[src/rtl/trap_pkg.sv]
package trap_pkg;
  localparam int unsigned CAUSE_W = 3;
  localparam int unsigned NUM_REQ = 6;

  typedef enum logic [CAUSE_W-1:0] {
    CAUSE_ADDR    = 3'd0,
    CAUSE_PAGE    = 3'd1,
    CAUSE_PRIV    = 3'd2,
    CAUSE_SYSCALL = 3'd3,
    CAUSE_TIMER   = 3'd4,
    CAUSE_IRQ     = 3'd5
  } cause_e;

  typedef enum logic [1:0] {
    ST_IDLE  = 2'd0,
    ST_SAVE  = 2'd1,
    ST_STACK = 2'd2,
    ST_JUMP  = 2'd3
  } seq_state_e;
endpackage

[src/rtl/trap_arbiter.sv]
module trap_arbiter #(
  parameter int unsigned NREQ = 6,
  localparam int unsigned IW = (NREQ > 1) ? $clog2(NREQ) : 1
) (
  input  logic [NREQ-1:0] req_i,
  output logic            valid_o,
  output logic [IW-1:0]   idx_o
);
  always_comb begin
    valid_o = |req_i;
    idx_o   = '0;
    for (int i = NREQ - 1; i >= 0; i--) begin
      if (req_i[i]) idx_o = IW'(i);
    end
  end
endmodule

[src/rtl/trap_vector_table.sv]
module trap_vector_table #(
  parameter int unsigned AW = 3,
  parameter int unsigned DW = 32,
  localparam int unsigned DEPTH = 1 << AW
) (
  input  logic          clk,
  input  logic          wr_en_i,
  input  logic [AW-1:0] wr_idx_i,
  input  logic [DW-1:0] wr_data_i,
  input  logic [AW-1:0] rd_idx_i,
  output logic [DW-1:0] rd_data_o
);
  logic [DW-1:0] entry_q [DEPTH];

  for (genvar g = 0; g < DEPTH; g++) begin : g_entry
    always_ff @(posedge clk) begin
      if (wr_en_i && (wr_idx_i == AW'(g))) entry_q[g] <= wr_data_i;
    end
  end

  assign rd_data_o = entry_q[rd_idx_i];
endmodule

[src/rtl/trap_save_area.sv]
module trap_save_area #(
  parameter int unsigned XLEN = 32,
  parameter int unsigned NGPR = 4,
  localparam int unsigned GW = XLEN * NGPR
) (
  input  logic            clk,
  input  logic            rst_n,
  input  logic            cap_en_i,
  input  logic [XLEN-1:0] pc_i,
  input  logic [XLEN-1:0] sp_i,
  input  logic [GW-1:0]   gpr_i,
  output logic [XLEN-1:0] pc_o,
  output logic [XLEN-1:0] sp_o,
  output logic [GW-1:0]   gpr_o
);
  always_ff @(posedge clk or negedge rst_n) begin
    if (!rst_n) begin
      pc_o  <= '0;
      sp_o  <= '0;
      gpr_o <= '0;
    end else if (cap_en_i) begin
      pc_o  <= pc_i;
      sp_o  <= sp_i;
      gpr_o <= gpr_i;
    end
  end
endmodule

[src/rtl/trap_entry_seq.sv]
module trap_entry_seq
  import trap_pkg::*;
#(
  parameter int unsigned XLEN = 32,
  parameter int unsigned NGPR = 4,
  localparam int unsigned GW = XLEN * NGPR
) (
  input  logic               clk,
  input  logic               rst_n,
  input  logic               addr_fault_i,
  input  logic               page_fault_i,
  input  logic               syscall_i,
  input  logic               timer_i,
  input  logic               irq_i,
  input  logic               priv_op_i,
  input  logic               rett_i,
  input  logic [XLEN-1:0]    user_pc_i,
  input  logic [XLEN-1:0]    user_sp_i,
  input  logic [GW-1:0]      user_gpr_i,
  input  logic               vec_wr_en_i,
  input  logic [CAUSE_W-1:0] vec_wr_idx_i,
  input  logic [XLEN-1:0]    vec_wr_data_i,
  input  logic               ksp_wr_en_i,
  input  logic [XLEN-1:0]    ksp_wr_data_i,
  output logic               kernel_mode_o,
  output logic               busy_o,
  output logic               retire_en_o,
  output logic               priv_exec_o,
  output logic [CAUSE_W-1:0] cause_o,
  output logic               pc_load_o,
  output logic [XLEN-1:0]    pc_o,
  output logic               sp_load_o,
  output logic [XLEN-1:0]    sp_o,
  output logic               gpr_load_o,
  output logic [GW-1:0]      gpr_o
);
  seq_state_e         state_q, state_d;
  logic               mode_q, mode_d;
  logic [CAUSE_W-1:0] cause_q, cause_d;
  logic [XLEN-1:0]    ksp_q;

  logic               idle, user_priv, accept, ret_go;
  logic [NUM_REQ-1:0] req;
  logic               arb_valid;
  logic [CAUSE_W-1:0] arb_idx;
  logic [XLEN-1:0]    vec_rd;
  logic [XLEN-1:0]    sv_pc, sv_sp;
  logic [GW-1:0]      sv_gpr;

  assign idle      = (state_q == ST_IDLE);
  assign user_priv = !mode_q && (priv_op_i || rett_i);
  assign req       = {irq_i, timer_i, syscall_i, user_priv, page_fault_i, addr_fault_i};
  assign accept    = idle && !mode_q && arb_valid;
  assign ret_go    = idle && mode_q && rett_i;

  trap_arbiter #(.NREQ(NUM_REQ)) u_arb (
    .req_i   (req),
    .valid_o (arb_valid),
    .idx_o   (arb_idx)
  );

  trap_vector_table #(.AW(CAUSE_W), .DW(XLEN)) u_vec (
    .clk       (clk),
    .wr_en_i   (vec_wr_en_i && mode_q),
    .wr_idx_i  (vec_wr_idx_i),
    .wr_data_i (vec_wr_data_i),
    .rd_idx_i  (cause_q),
    .rd_data_o (vec_rd)
  );

  trap_save_area #(.XLEN(XLEN), .NGPR(NGPR)) u_save (
    .clk      (clk),
    .rst_n    (rst_n),
    .cap_en_i (state_q == ST_SAVE),
    .pc_i     (user_pc_i),
    .sp_i     (user_sp_i),
    .gpr_i    (user_gpr_i),
    .pc_o     (sv_pc),
    .sp_o     (sv_sp),
    .gpr_o    (sv_gpr)
  );

  always_comb begin
    state_d = state_q;
    mode_d  = mode_q;
    cause_d = cause_q;
    unique case (state_q)
      ST_IDLE: begin
        if (accept) begin
          mode_d  = 1'b1;
          cause_d = arb_idx;
          state_d = ST_SAVE;
        end else if (ret_go) begin
          mode_d = 1'b0;
        end
      end
      ST_SAVE:  state_d = ST_STACK;
      ST_STACK: state_d = ST_JUMP;
      ST_JUMP:  state_d = ST_IDLE;
      default:  state_d = ST_IDLE;
    endcase
  end

  always_ff @(posedge clk or negedge rst_n) begin
    if (!rst_n) begin
      state_q <= ST_IDLE;
      mode_q  <= 1'b1;
      cause_q <= '0;
    end else begin
      state_q <= state_d;
      mode_q  <= mode_d;
      cause_q <= cause_d;
    end
  end

  always_ff @(posedge clk or negedge rst_n) begin
    if (!rst_n)                     ksp_q <= '0;
    else if (ksp_wr_en_i && mode_q) ksp_q <= ksp_wr_data_i;
  end

  assign kernel_mode_o = mode_q;
  assign busy_o        = !idle;
  assign retire_en_o   = idle;
  assign priv_exec_o   = idle && mode_q && priv_op_i;
  assign cause_o       = cause_q;
  assign sp_load_o     = (state_q == ST_STACK) || ret_go;
  assign sp_o          = (state_q == ST_STACK) ? ksp_q : sv_sp;
  assign pc_load_o     = (state_q == ST_JUMP) || ret_go;
  assign pc_o          = (state_q == ST_JUMP) ? vec_rd : sv_pc;
  assign gpr_load_o    = ret_go;
  assign gpr_o         = sv_gpr;
endmodule

[config.mk]
export PLATFORM = sky130hd
export DESIGN_NAME = trap_entry_seq
export DESIGN_NICKNAME = d
export VERILOG_FILES = /design/src/rtl/trap_pkg.sv /design/src/rtl/trap_arbiter.sv /design/src/rtl/trap_vector_table.sv /design/src/rtl/trap_save_area.sv /design/src/rtl/trap_entry_seq.sv
export SDC_FILE = /design/constraint.sdc
export NUM_CORES = 1
export LEC_CHECK = 0
export ABC_AREA = 1
export BUFFER_PORTS_ARGS = -buffer_cell sky130_fd_sc_hd__buf_2
export CORE_ASPECT_RATIO = 0.9
export CORE_UTILIZATION = 54
export CTS_BUF_LIST = sky130_fd_sc_hd__clkbuf_16
export CTS_CLUSTER_SIZE = 14
export DETAILED_ROUTE_END_ITERATION = 7
export MAX_ROUTING_LAYER = met4
export PLACE_DENSITY_LB_ADDON = 0.25
export SLEW_MARGIN = 30
export SYNTH_ARGS = -nofsm -noshare
export SYNTH_HDL_FRONTEND = slang
export SYNTH_SLANG_ARGS = --single-unit
[constraint.sdc]
create_clock -name clk -period 2.83 [get_ports clk]
set_input_delay 0.7075 -clock clk [delete_from_list [all_inputs] [get_ports clk]]
set_output_delay 0.7075 -clock clk [all_outputs]
set_load 0.01 [all_outputs]
==> results.toml, run 1 <==
[timing]
clock.fmax_mhz = 355
rsz_0062_raised_after_global_routing = "true"
setup_ws_ns = 0.0107
finalHoldViolCount = 0
max-slew-margin-rel_pct = 55.9
timing.clock.skew_ns = 0.0276
fin_crit_sh_pct = 99.6
setup-tns-final_ns = 0
post-route-min-period_ns = 2.82
slew_worst_pin_ns = 0.661
finalSetupViolCount = 0
whs_ns = 0.121
max_slew_violation_count = 0

[final_layout]
finish.net_count = 2394
num-fill-cells = 2604
post-route-util_pct = 69.1
register_area_sq_mm = 0.0135
area_growth_syn_to_layout_pct = 24.8
instances_no_fill = 2632
multi_input_area_sq_mm = 0.00575
drive_gt1_share_pct = 37.6

[yosys]
synth.area.top_cells = "edfxtp_1 39%, dfrtp_1 29%, mux2_2 11%"
synth.most_common_cell = "nand2_1"
synth_nets = 1918
synth.yosys.seq_area_share_pct = 68.5
yosys_warnings = 0
synthTopCellsByCount = "542 x nand2_1, 256 x edfxtp_1, 229 x dfrtp_1"
yosys_most_used_dff = "edfxtp_1"
ys_seq_elements = 486
synth_edf_count = 256
yosys.cell_types.count = 24
post_synth_inst_count = 1643
synth_top_area_cell = "edfxtp_1"
synth.top_cell.area_share_pct = 39.1
syn_area_sq_mm = 0.0196
async_reset_ff_share_pct = 47.3
post_synth.cell_area_avg_sq_um = 12.0

[cts]
clock_tree.htree_level_count = 2
clk_pin_slew_ns = 0.06
numClockSinks = 486
holdBufCountCts = 0
cts.path.max_buffers = 3
clk_latency_ns = 0.57
tritoncts_buffers = 49
clk_root_buffer_cell = "clkbuf_16"
cts_tree = "done"

[setup_path]
setup.worst_path.start = "cause_o[0]"
timing_worst_setup_path_type = "register to output pin"
timing.reg2reg.setup_slack_ns = 0.82
endpoint_required_time_on_the_critical_path_ns = 2.12
path_max_fanout = 23
critical-path-top-cell-by-count = "nand2_1"
worst_path_dominant_cell_family = "flip-flops"
cp_data_arrival_time_ns = 2.11
endpoint_kind = "output pin"
crit_path_top_delay_cell = "dfrtp_4"
critical-path-max-stage-delay_ns = 0.58
critical_path.cell_chain = "clkinv_8 -> buf_16 -> nand2_1 -> nand2_1 -> nand2_1 -> nand3_1 -> nand3_1 -> nand2_1 -> buf_2"
critical_path_buf_inv_count = 3
critPathLaunchType = "register"
worstReg2RegStart = "kernel_mode_o"
rr_endpoint = "u_vec.entry_q[7][1]"
reg2reg_depth = 3

[die]
core_region_area_sq_mm = 0.0355
initial_core_util_pct = 55.4
die_w_microns = 203
fp-row-count = 65
io_pins = 472
die_y_microns = 183
die_area_sq_mm = 0.0371

[status]
run_status = "complete, no violations"

[grt]
globalRoute.totalOverflow = 0
first_global_vias = 13700
antenna_found_initial = 10
gr-usage-all-layers_pct = 27.4
global_route_wire_length_before_repair_microns = 75600
grt_start_max_net_pins = 119

[power_and_ir_drop]
worst_ir_drop_vdd_mv = 0.631
powerDensity_mw_per_mm2 = 1080
leakagePower_nw = 10.9

[job]
maxCapViolCount = 0

[drt]
dr_total_vias = 13900
routed_antenna_nets = 0
postRouteWirelength_microns = 51300
post_drt_wl_per_cell_microns = 19.5
drt_iter0_markers = 883
post_drt_via_cell_ratio = 5.30
drt_drc_violations_left = 0
number_of_detailed_route_iterations_in_the_first_pass = 5

[placement]
gp_congestion = 0.872
detailedPlace.worstSlack_ns = 0.538
place_inst = 2532
portBuffers = 471
dp.final_hpwl_microns = 33200

[hold_path]
hp-class = "input pin to asynchronous set/reset pin"
report_power, final:
| part | total (W) | switching (W) | leakage (nW) | internal, W |
|---|---|---|---|---|
| clock | 0.00578 | 0.00260 | 0.736 | 0.00318 |
| combinational | 0.0105 | 0.00592 | 5.14 | 0.00453 |
| sequential | 0.0102 | 0.000938 | 5.03 | 0.00931 |
| total | 0.0265 | 0.00946 | 10.9 | 0.0170 |
worst register-to-register path, delay by kind of cell, from the launching register on:
kind | cells | cell delay [ns]
flip-flops | 1 | 0.59
buffers and inverters | 1 | 0.27
AND/OR/NAND/NOR | 2 | 0.82
final cells by class:
class / instances / share of cell area [%]
antenna: 9 / 0.0919
clock buffer: 50 / 5.11
clock inverter: 36 / 0.669
inverter: 59 / 0.965
multi-input combinational: 1007 / 23.5
sequential: 486 / 54.9
tap: 469 / 2.40
timing repair buffer: 516 / 12.4
worst max-delay path by stage:
stage	endpoint	cells past startpoint
floorplan	u_vec.entry_q[0][0]	2
global placement	pc_o[3]	9
detailed placement	sp_load_o	7
CTS	pc_o[23]	5
global route	pc_o[11]	9
finish	pc_o[11]	9
metal layers:
| metal | wire length [microns] | global-route usage [%] | vias to the layer above |
|---|---|---|---|
| met5 | 0 | - | - |
| met4 | 1410 | 8.48 | 0 |
| met3 | 3630 | 5.35 | 105 |
| met2 | 25600 | 45.4 | 563 |
| met1 | 20600 | 34.3 | 6761 |
| li1 | - | - | 6510 |
flip-flops by register name, indices dropped and copies added (netlist names):
name           count
ksp_q             32
kernel_mode_o      1
u_save.sp_o       32
u_save.gpr_o     128
u_vec.entry_q    256
u_save.pc_o       32
state_q            2
cause_o            3
stage by stage:
step | area, sq um | power, W
finish | 24500 | 0.0265
detailed placement | 22700 | 0.0203
floorplan | 19600 | 0.0164
CTS | 24200 | 0.0262
global route | 24500 | 0.0280
global placement | 22700 | 0.0200
cell usage in the layout (no fill, tap or decap), types with 2 or more instances in the layout:
| cell type | count |
|---|---|
| buf_12 | 12 |
| clkbuf_16 | 55 |
| buf_6 | 3 |
| ha_4 | 4 |
| clkinv_2 | 8 |
| or2_2 | 2 |
| inv_1 | 66 |
| nand3_2 | 15 |
| dfrtp_2 | 3 |
| o21ai_0 | 77 |
| nand2_1 | 541 |
| dfrtp_1 | 225 |
| buf_4 | 22 |
| diode_2 | 9 |
| mux2_2 | 192 |
| o21ai_1 | 15 |
| nor2_1 | 51 |
| buf_2 | 469 |
| edfxtp_1 | 256 |
| clkinv_1 | 14 |
| nor2_4 | 8 |
| inv_6 | 3 |
| nand3_1 | 86 |
| buf_16 | 4 |
| o211ai_1 | 9 |
timing repair:
action,4_1_cts,5_1_grt
buffers inserted,0,0
setup endpoints to repair,24,48
resized for setup,4,48
gates cloned,0,5
cells by family (layout without fill, tap and decap cells):
kind of cell	after synthesis	count (layout)	synth area share, %
buffers and inverters	150	661	3.24
and+or+nand+nor	708	708	14.3
DFF	486	486	68.5
adders and majority gates	5	5	0.319
AOI/OAI and AO/OA	102	102	2.71
other	0	9	0
muxes	192	192	11.0
Power figures use the tool's default switching activity.
==> inputs of run 2 (changes only) <==
Clock period 2.83 ns to 3.2 ns, I/O delays scaled along.
==> results.toml, run 2 (synthesis gave the netlist of run 1 again) <==
[timing]
max_slew_violation_count = 0
finalHoldViolCount = 0
slew_worst_pin_ns = 0.647
rsz_0062_raised_after_global_routing = "false"
max-slew-margin-rel_pct = 56.9
setup_ws_ns = 0.140
setup-tns-final_ns = 0
timing.clock.skew_ns = 0.0162
fin_crit_sh_pct = 95.6
post-route-min-period_ns = 3.06
finalSetupViolCount = 0
clock.fmax_mhz = 327

[grt]
global_route.usage.met3_pct = 5.45
grt_start_max_net_pins = 140
grt_util_met1_pct = 34.3
first_global_vias = 13700
gr-usage-all-layers_pct = 27.4
antenna_found_initial = 13
globalRoute.totalOverflow = 0
global_route_wire_length_before_repair_microns = 75400
gr-max-usage-layer = "met2"
grt_use_met2_pct = 44.4

[final_layout]
layout.cells.most_common = "nand2_1"
area_growth_syn_to_layout_pct = 23.4
largest_registers = "u_vec.entry_q x256, u_save.gpr_o x128"
instances_no_fill = 2631
largest_register_ffs = 256
biggest_register = "u_vec.entry_q"
finish.net_count = 2385
most_used_cells_in_the_layout_excluding_fill_and_tap_cells = "542 x nand2_1, 470 x buf_2, 256 x edfxtp_1"
drive_gt1_share_pct = 36.5
finalInstanceArea_sq_mm = 0.0242
post-route-util_pct = 68.4

[drt]
drt_iter0_markers = 1077
postRouteWirelength_microns = 50400
number_of_detailed_route_iterations_in_the_first_pass = 5
routed_antenna_nets = 0
dr_total_vias = 13900
drt_drc_violations_left = 0
post_drt_wl_per_cell_microns = 19.1
post_drt_via_cell_ratio = 5.27

[cts]
clk_pin_slew_ns = 0.06
postCtsSetupBuffers = 0
numClockSinks = 486
cts_tree = "done"
clk_root_buffer_cell = "clkbuf_16"
holdBufCountCts = 0
clock_tree.htree_level_count = 2
clk_latency_ns = 0.58
cts.path.max_buffers = 3
tritoncts_buffers = 48

[setup_path]
endpoint_required_time_on_the_critical_path_ns = 2.40
crit_path_top_delay_cell = "dfrtp_4"
endpoint_kind = "output pin"
path_max_fanout = 24
timing_worst_setup_path_type = "register to output pin"
critical_path.cell_chain = "inv_8 -> buf_6 -> nand2_1 -> nand2_1 -> nand2_1 -> nand3_1 -> nand3_1 -> nand2_1 -> buf_2"
cp_data_arrival_time_ns = 2.26
critical-path-top-cell-by-count = "nand2_1"
critPathLaunchType = "register"
critical-path-max-stage-delay_ns = 0.55

[hold_path]
hp-class = "input pin to asynchronous set/reset pin"

[die]
die_y_microns = 183
core_region_area_sq_mm = 0.0355
fp-row-count = 65
io_pins = 472
die_area_sq_mm = 0.0371
die_w_microns = 203
initial_core_util_pct = 55.4

[placement]
portBuffers = 471
place_area_sq_mm = 0.0227
dp.final_hpwl_microns = 32800
gp_congestion = 0.827
place_inst = 2527
detailedPlace.worstSlack_ns = 0.606

[power_and_ir_drop]
powerDensity_mw_per_mm2 = 952
worst_ir_drop_vdd_mv = 0.742
leakagePower_nw = 10.8

[status]
run_status = "complete, no violations"

[job]
maxCapViolCount = 0
[run 2: repair_timing]
| action | in CTS | in global routing |
|---|---|---|
| setup endpoints to repair | 2 | 24 |
| gates resized for setup | 2 | 6 |
| cloned | 0 | 2 |
[run 2: cell type report]
cell class,count,area (sq um)
Sequential cell,486,13400
Inverter,59,229
Multi-Input combinational cell,1007,5640
Timing Repair Buffer,508,2870
Clock buffer,48,1200
Tap cell,469,587
Antenna cell,13,32.5
Clock inverter,41,235
Fill cell,2580,11200
[run 2: layer usage]
| metal | routed length, microns | share of wire, % | vias to the layer above |
|---|---|---|---|
| li1 | - | - | 6498 |
| met2 | 24600 | 49 | 582 |
| met5 | 0 | 0 | - |
| met1 | 20500 | 41 | 6688 |
| met4 | 1650 | 3.3 | 0 |
| met3 | 3580 | 7.1 | 93 |
[run 2: worst paths after layout]
kind,startpoint,end,slack (ns),depth (start not counted)
min reg2reg,u_save.gpr_o[30],u_save.gpr_o[30],0.50,1
min in group clk,user_sp_i[4],u_save.sp_o[4],0.44,3
max,cause_o[0],pc_o[28],0.14,9
max reg2reg,kernel_mode_o,u_vec.entry_q[5][19],0.97,3
max in group asynchronous,rst_n,u_save.gpr_o[2],2.20,2
min,rst_n,u_save.gpr_o[71],0.19,1
[run 2: stage by stage]
step                total power, W  hold WS, ns
finish                      0.0231        0.191
global route                0.0245        0.227
CTS                         0.0231        0.209
detailed placement          0.0180        0.490
global placement            0.0177        0.483
floorplan                   0.0145        0.480
[run 2: worst max-delay path, delay by kind of cell, from the launching register on]
| family | cells | cell delay [ns] |
|---|---|---|
| flops | 1 | 0.55 |
| buf+inv | 3 | 0.56 |
| simple gates | 6 | 0.57 |
[run 2: report_power, final]
part           internal, W  total [W]  switching [W]
registers          0.00823    0.00901       0.000784
logic              0.00381    0.00893        0.00512
clock network      0.00281    0.00513        0.00232
==> inputs of run 3 (changes only) <==
Settings changed: REMOVE_ABC_BUFFERS set to 1.
==> results.toml, run 3 (synthesis gave the netlist of run 1 again) <==
[status]
run_status = "complete, no violations"

[placement]
gp_congestion = 0.856
portBuffers = 471
place_inst = 2526
dp.final_hpwl_microns = 32100
place_area_sq_mm = 0.0226

[grt]
gr-max-usage-layer = "met2"
grt_start_max_net_pins = 91
antenna_found_initial = 10
grt_util_met1_pct = 35.8
global_route.usage.met3_pct = 4.44
globalRoute.totalOverflow = 0
grt_use_met2_pct = 45.6
gr-usage-all-layers_pct = 28.0
first_global_vias = 13900
global_route_wire_length_before_repair_microns = 77200

[timing]
finalHoldViolCount = 0
whs_ns = 0.216
clock.fmax_mhz = 326
rsz_0062_raised_after_global_routing = "false"
max_slew_violation_count = 0
max-slew-margin-rel_pct = 52.1
timing.clock.skew_ns = 0.0281
fin_crit_sh_pct = 95.9
slew_worst_pin_ns = 0.718
post-route-min-period_ns = 3.07
finalSetupViolCount = 0

[cts]
numClockSinks = 486
cts.path.max_buffers = 3
tritoncts_buffers = 48
clock_tree.htree_level_count = 2
clk_root_buffer_cell = "clkbuf_16"
clk_latency_ns = 0.57
cts_tree = "done"
clk_pin_slew_ns = 0.06

[die]
fp-row-count = 65
die_y_microns = 183
core_region_area_sq_mm = 0.0355
initial_core_util_pct = 55.4
die_w_microns = 203
die_area_sq_mm = 0.0371
io_pins = 472

[setup_path]
crit_path_top_delay_cell = "dfrtp_4"
critical-path-max-stage-delay_ns = 0.60
endpoint_required_time_on_the_critical_path_ns = 2.40
path_max_fanout = 43
critical_path.cell_chain = "inv_6 -> buf_12 -> nand2_1 -> nand2_1 -> nand2_1 -> nand3_1 -> nand3_1 -> nand2_1 -> buf_2"
endpoint_kind = "output pin"
cp_data_arrival_time_ns = 2.27
critical-path-top-cell-by-count = "nand2_1"
timing_worst_setup_path_type = "register to output pin"
critPathLaunchType = "register"

[drt]
drt_drc_violations_left = 0
number_of_detailed_route_iterations_in_the_first_pass = 5
dr_total_vias = 13900
routed_antenna_nets = 0
post_drt_via_cell_ratio = 5.29
post_drt_wl_per_cell_microns = 19.4
postRouteWirelength_microns = 50900
drt_iter0_markers = 1009

[final_layout]
area_growth_syn_to_layout_pct = 22.9
num-fill-cells = 2623
instances_no_fill = 2629
largest_registers = "u_vec.entry_q x256, u_save.gpr_o x128"
finalInstanceArea_sq_mm = 0.0241
largest_register_ffs = 256
post-route-util_pct = 68.1
finish.net_count = 2384
most_used_cells_in_the_layout_excluding_fill_and_tap_cells = "542 x nand2_1, 470 x buf_2, 256 x edfxtp_1"
layout.cells.most_common = "nand2_1"
biggest_register = "u_vec.entry_q"
drive_gt1_share_pct = 36.1

[hold_path]
hp-class = "input pin to asynchronous set/reset pin"

[power_and_ir_drop]
p_comb_share_pct = 38.6
power.net_switching_w = 0.00819
leakagePower_nw = 10.8
worst_ir_drop_vdd_mv = 0.661
clockPowerShare_pct = 22.2
internal-power_w = 0.0148
power_total_w = 0.0230
powerDensity_mw_per_mm2 = 953
seq_power_share_pct = 39.2
power.share.switching_pct = 35.6

[job]
maxCapViolCount = 0
## run 3: cell count changes in the layout (fill, tap and decap cells not counted), sizes merged
cell,change
clkinvlp,-2
clkbuf,+1
inv,+3
bufinv,-1
clkinv,-3
## run 3: cell type report
type / count / area, sq um / share of cell area (%)
Clock inverter: 38 / 168 / 0.695
Antenna cell: 13 / 32.5 / 0.135
Tap cell: 469 / 587 / 2.43
Inverter: 59 / 226 / 0.938
Timing Repair Buffer: 507 / 2790 / 11.6
Clock buffer: 50 / 1250 / 5.18
Sequential cell: 486 / 13400 / 55.7
Multi-Input combinational cell: 1007 / 5640 / 23.4
## run 3: path summary, 6_finish.rpt
check | to | cells past startpoint | startpoint | slack, ns
setup / recovery | pc_o[28] | 9 | cause_o[0] | 0.13
hold / removal | u_save.gpr_o[27] | 1 | rst_n | 0.22
setup reg to reg | u_save.gpr_o[36] | 4 | state_q[1] | 1.13
hold reg to reg | u_save.gpr_o[86] | 1 | u_save.gpr_o[86] | 0.50
max in group asynchronous | ksp_q[17] | 2 | rst_n | 2.08
min in group clk | u_save.sp_o[14] | 3 | user_sp_i[14] | 0.46
## run 3: worst max-delay path: cells and delay by family (launching register included)
| family | cells | cell delay (ns) |
|---|---|---|
| buf+inv | 3 | 0.58 |
| flops | 1 | 0.60 |
| simple gates | 6 | 0.51 |
## run 3: power groups by stage
stage	Sequential (W)	Combinational, W	Clock (W)
after global routing	0.00922	0.00967	0.00544
final	0.00902	0.00887	0.00511
after detailed placement	0.00910	0.00879	0
after floorplan	0.00956	0.00462	0
after CTS	0.00903	0.00890	0.00519
after global placement	0.00903	0.00856	0
## run 3: layer usage
metal / vias up / wire (microns)
met5: - / 0
met4: 0 / 1280
met3: 88 / 3270
met2: 539 / 25900
met1: 6785 / 20500
li1: 6483 / -
## run 3: repair_timing
item / in CTS / in global routing
gates cloned: 1 / 0
setup endpoints to repair: 6 / 27
hold buffers: 0 / 0
resized for setup: 3 / 2
buffers inserted: 0 / 1
pin swaps: 0 / 0
## run 3: per-stage QoR
stage	setup slack (ns)	setup TNS [ns]
final	0.132	0
after global routing	0.00412	0
after CTS	0.0131	0
after detailed placement	0.525	0
after global placement	0.560	0
after floorplan	-2.67	-577.78
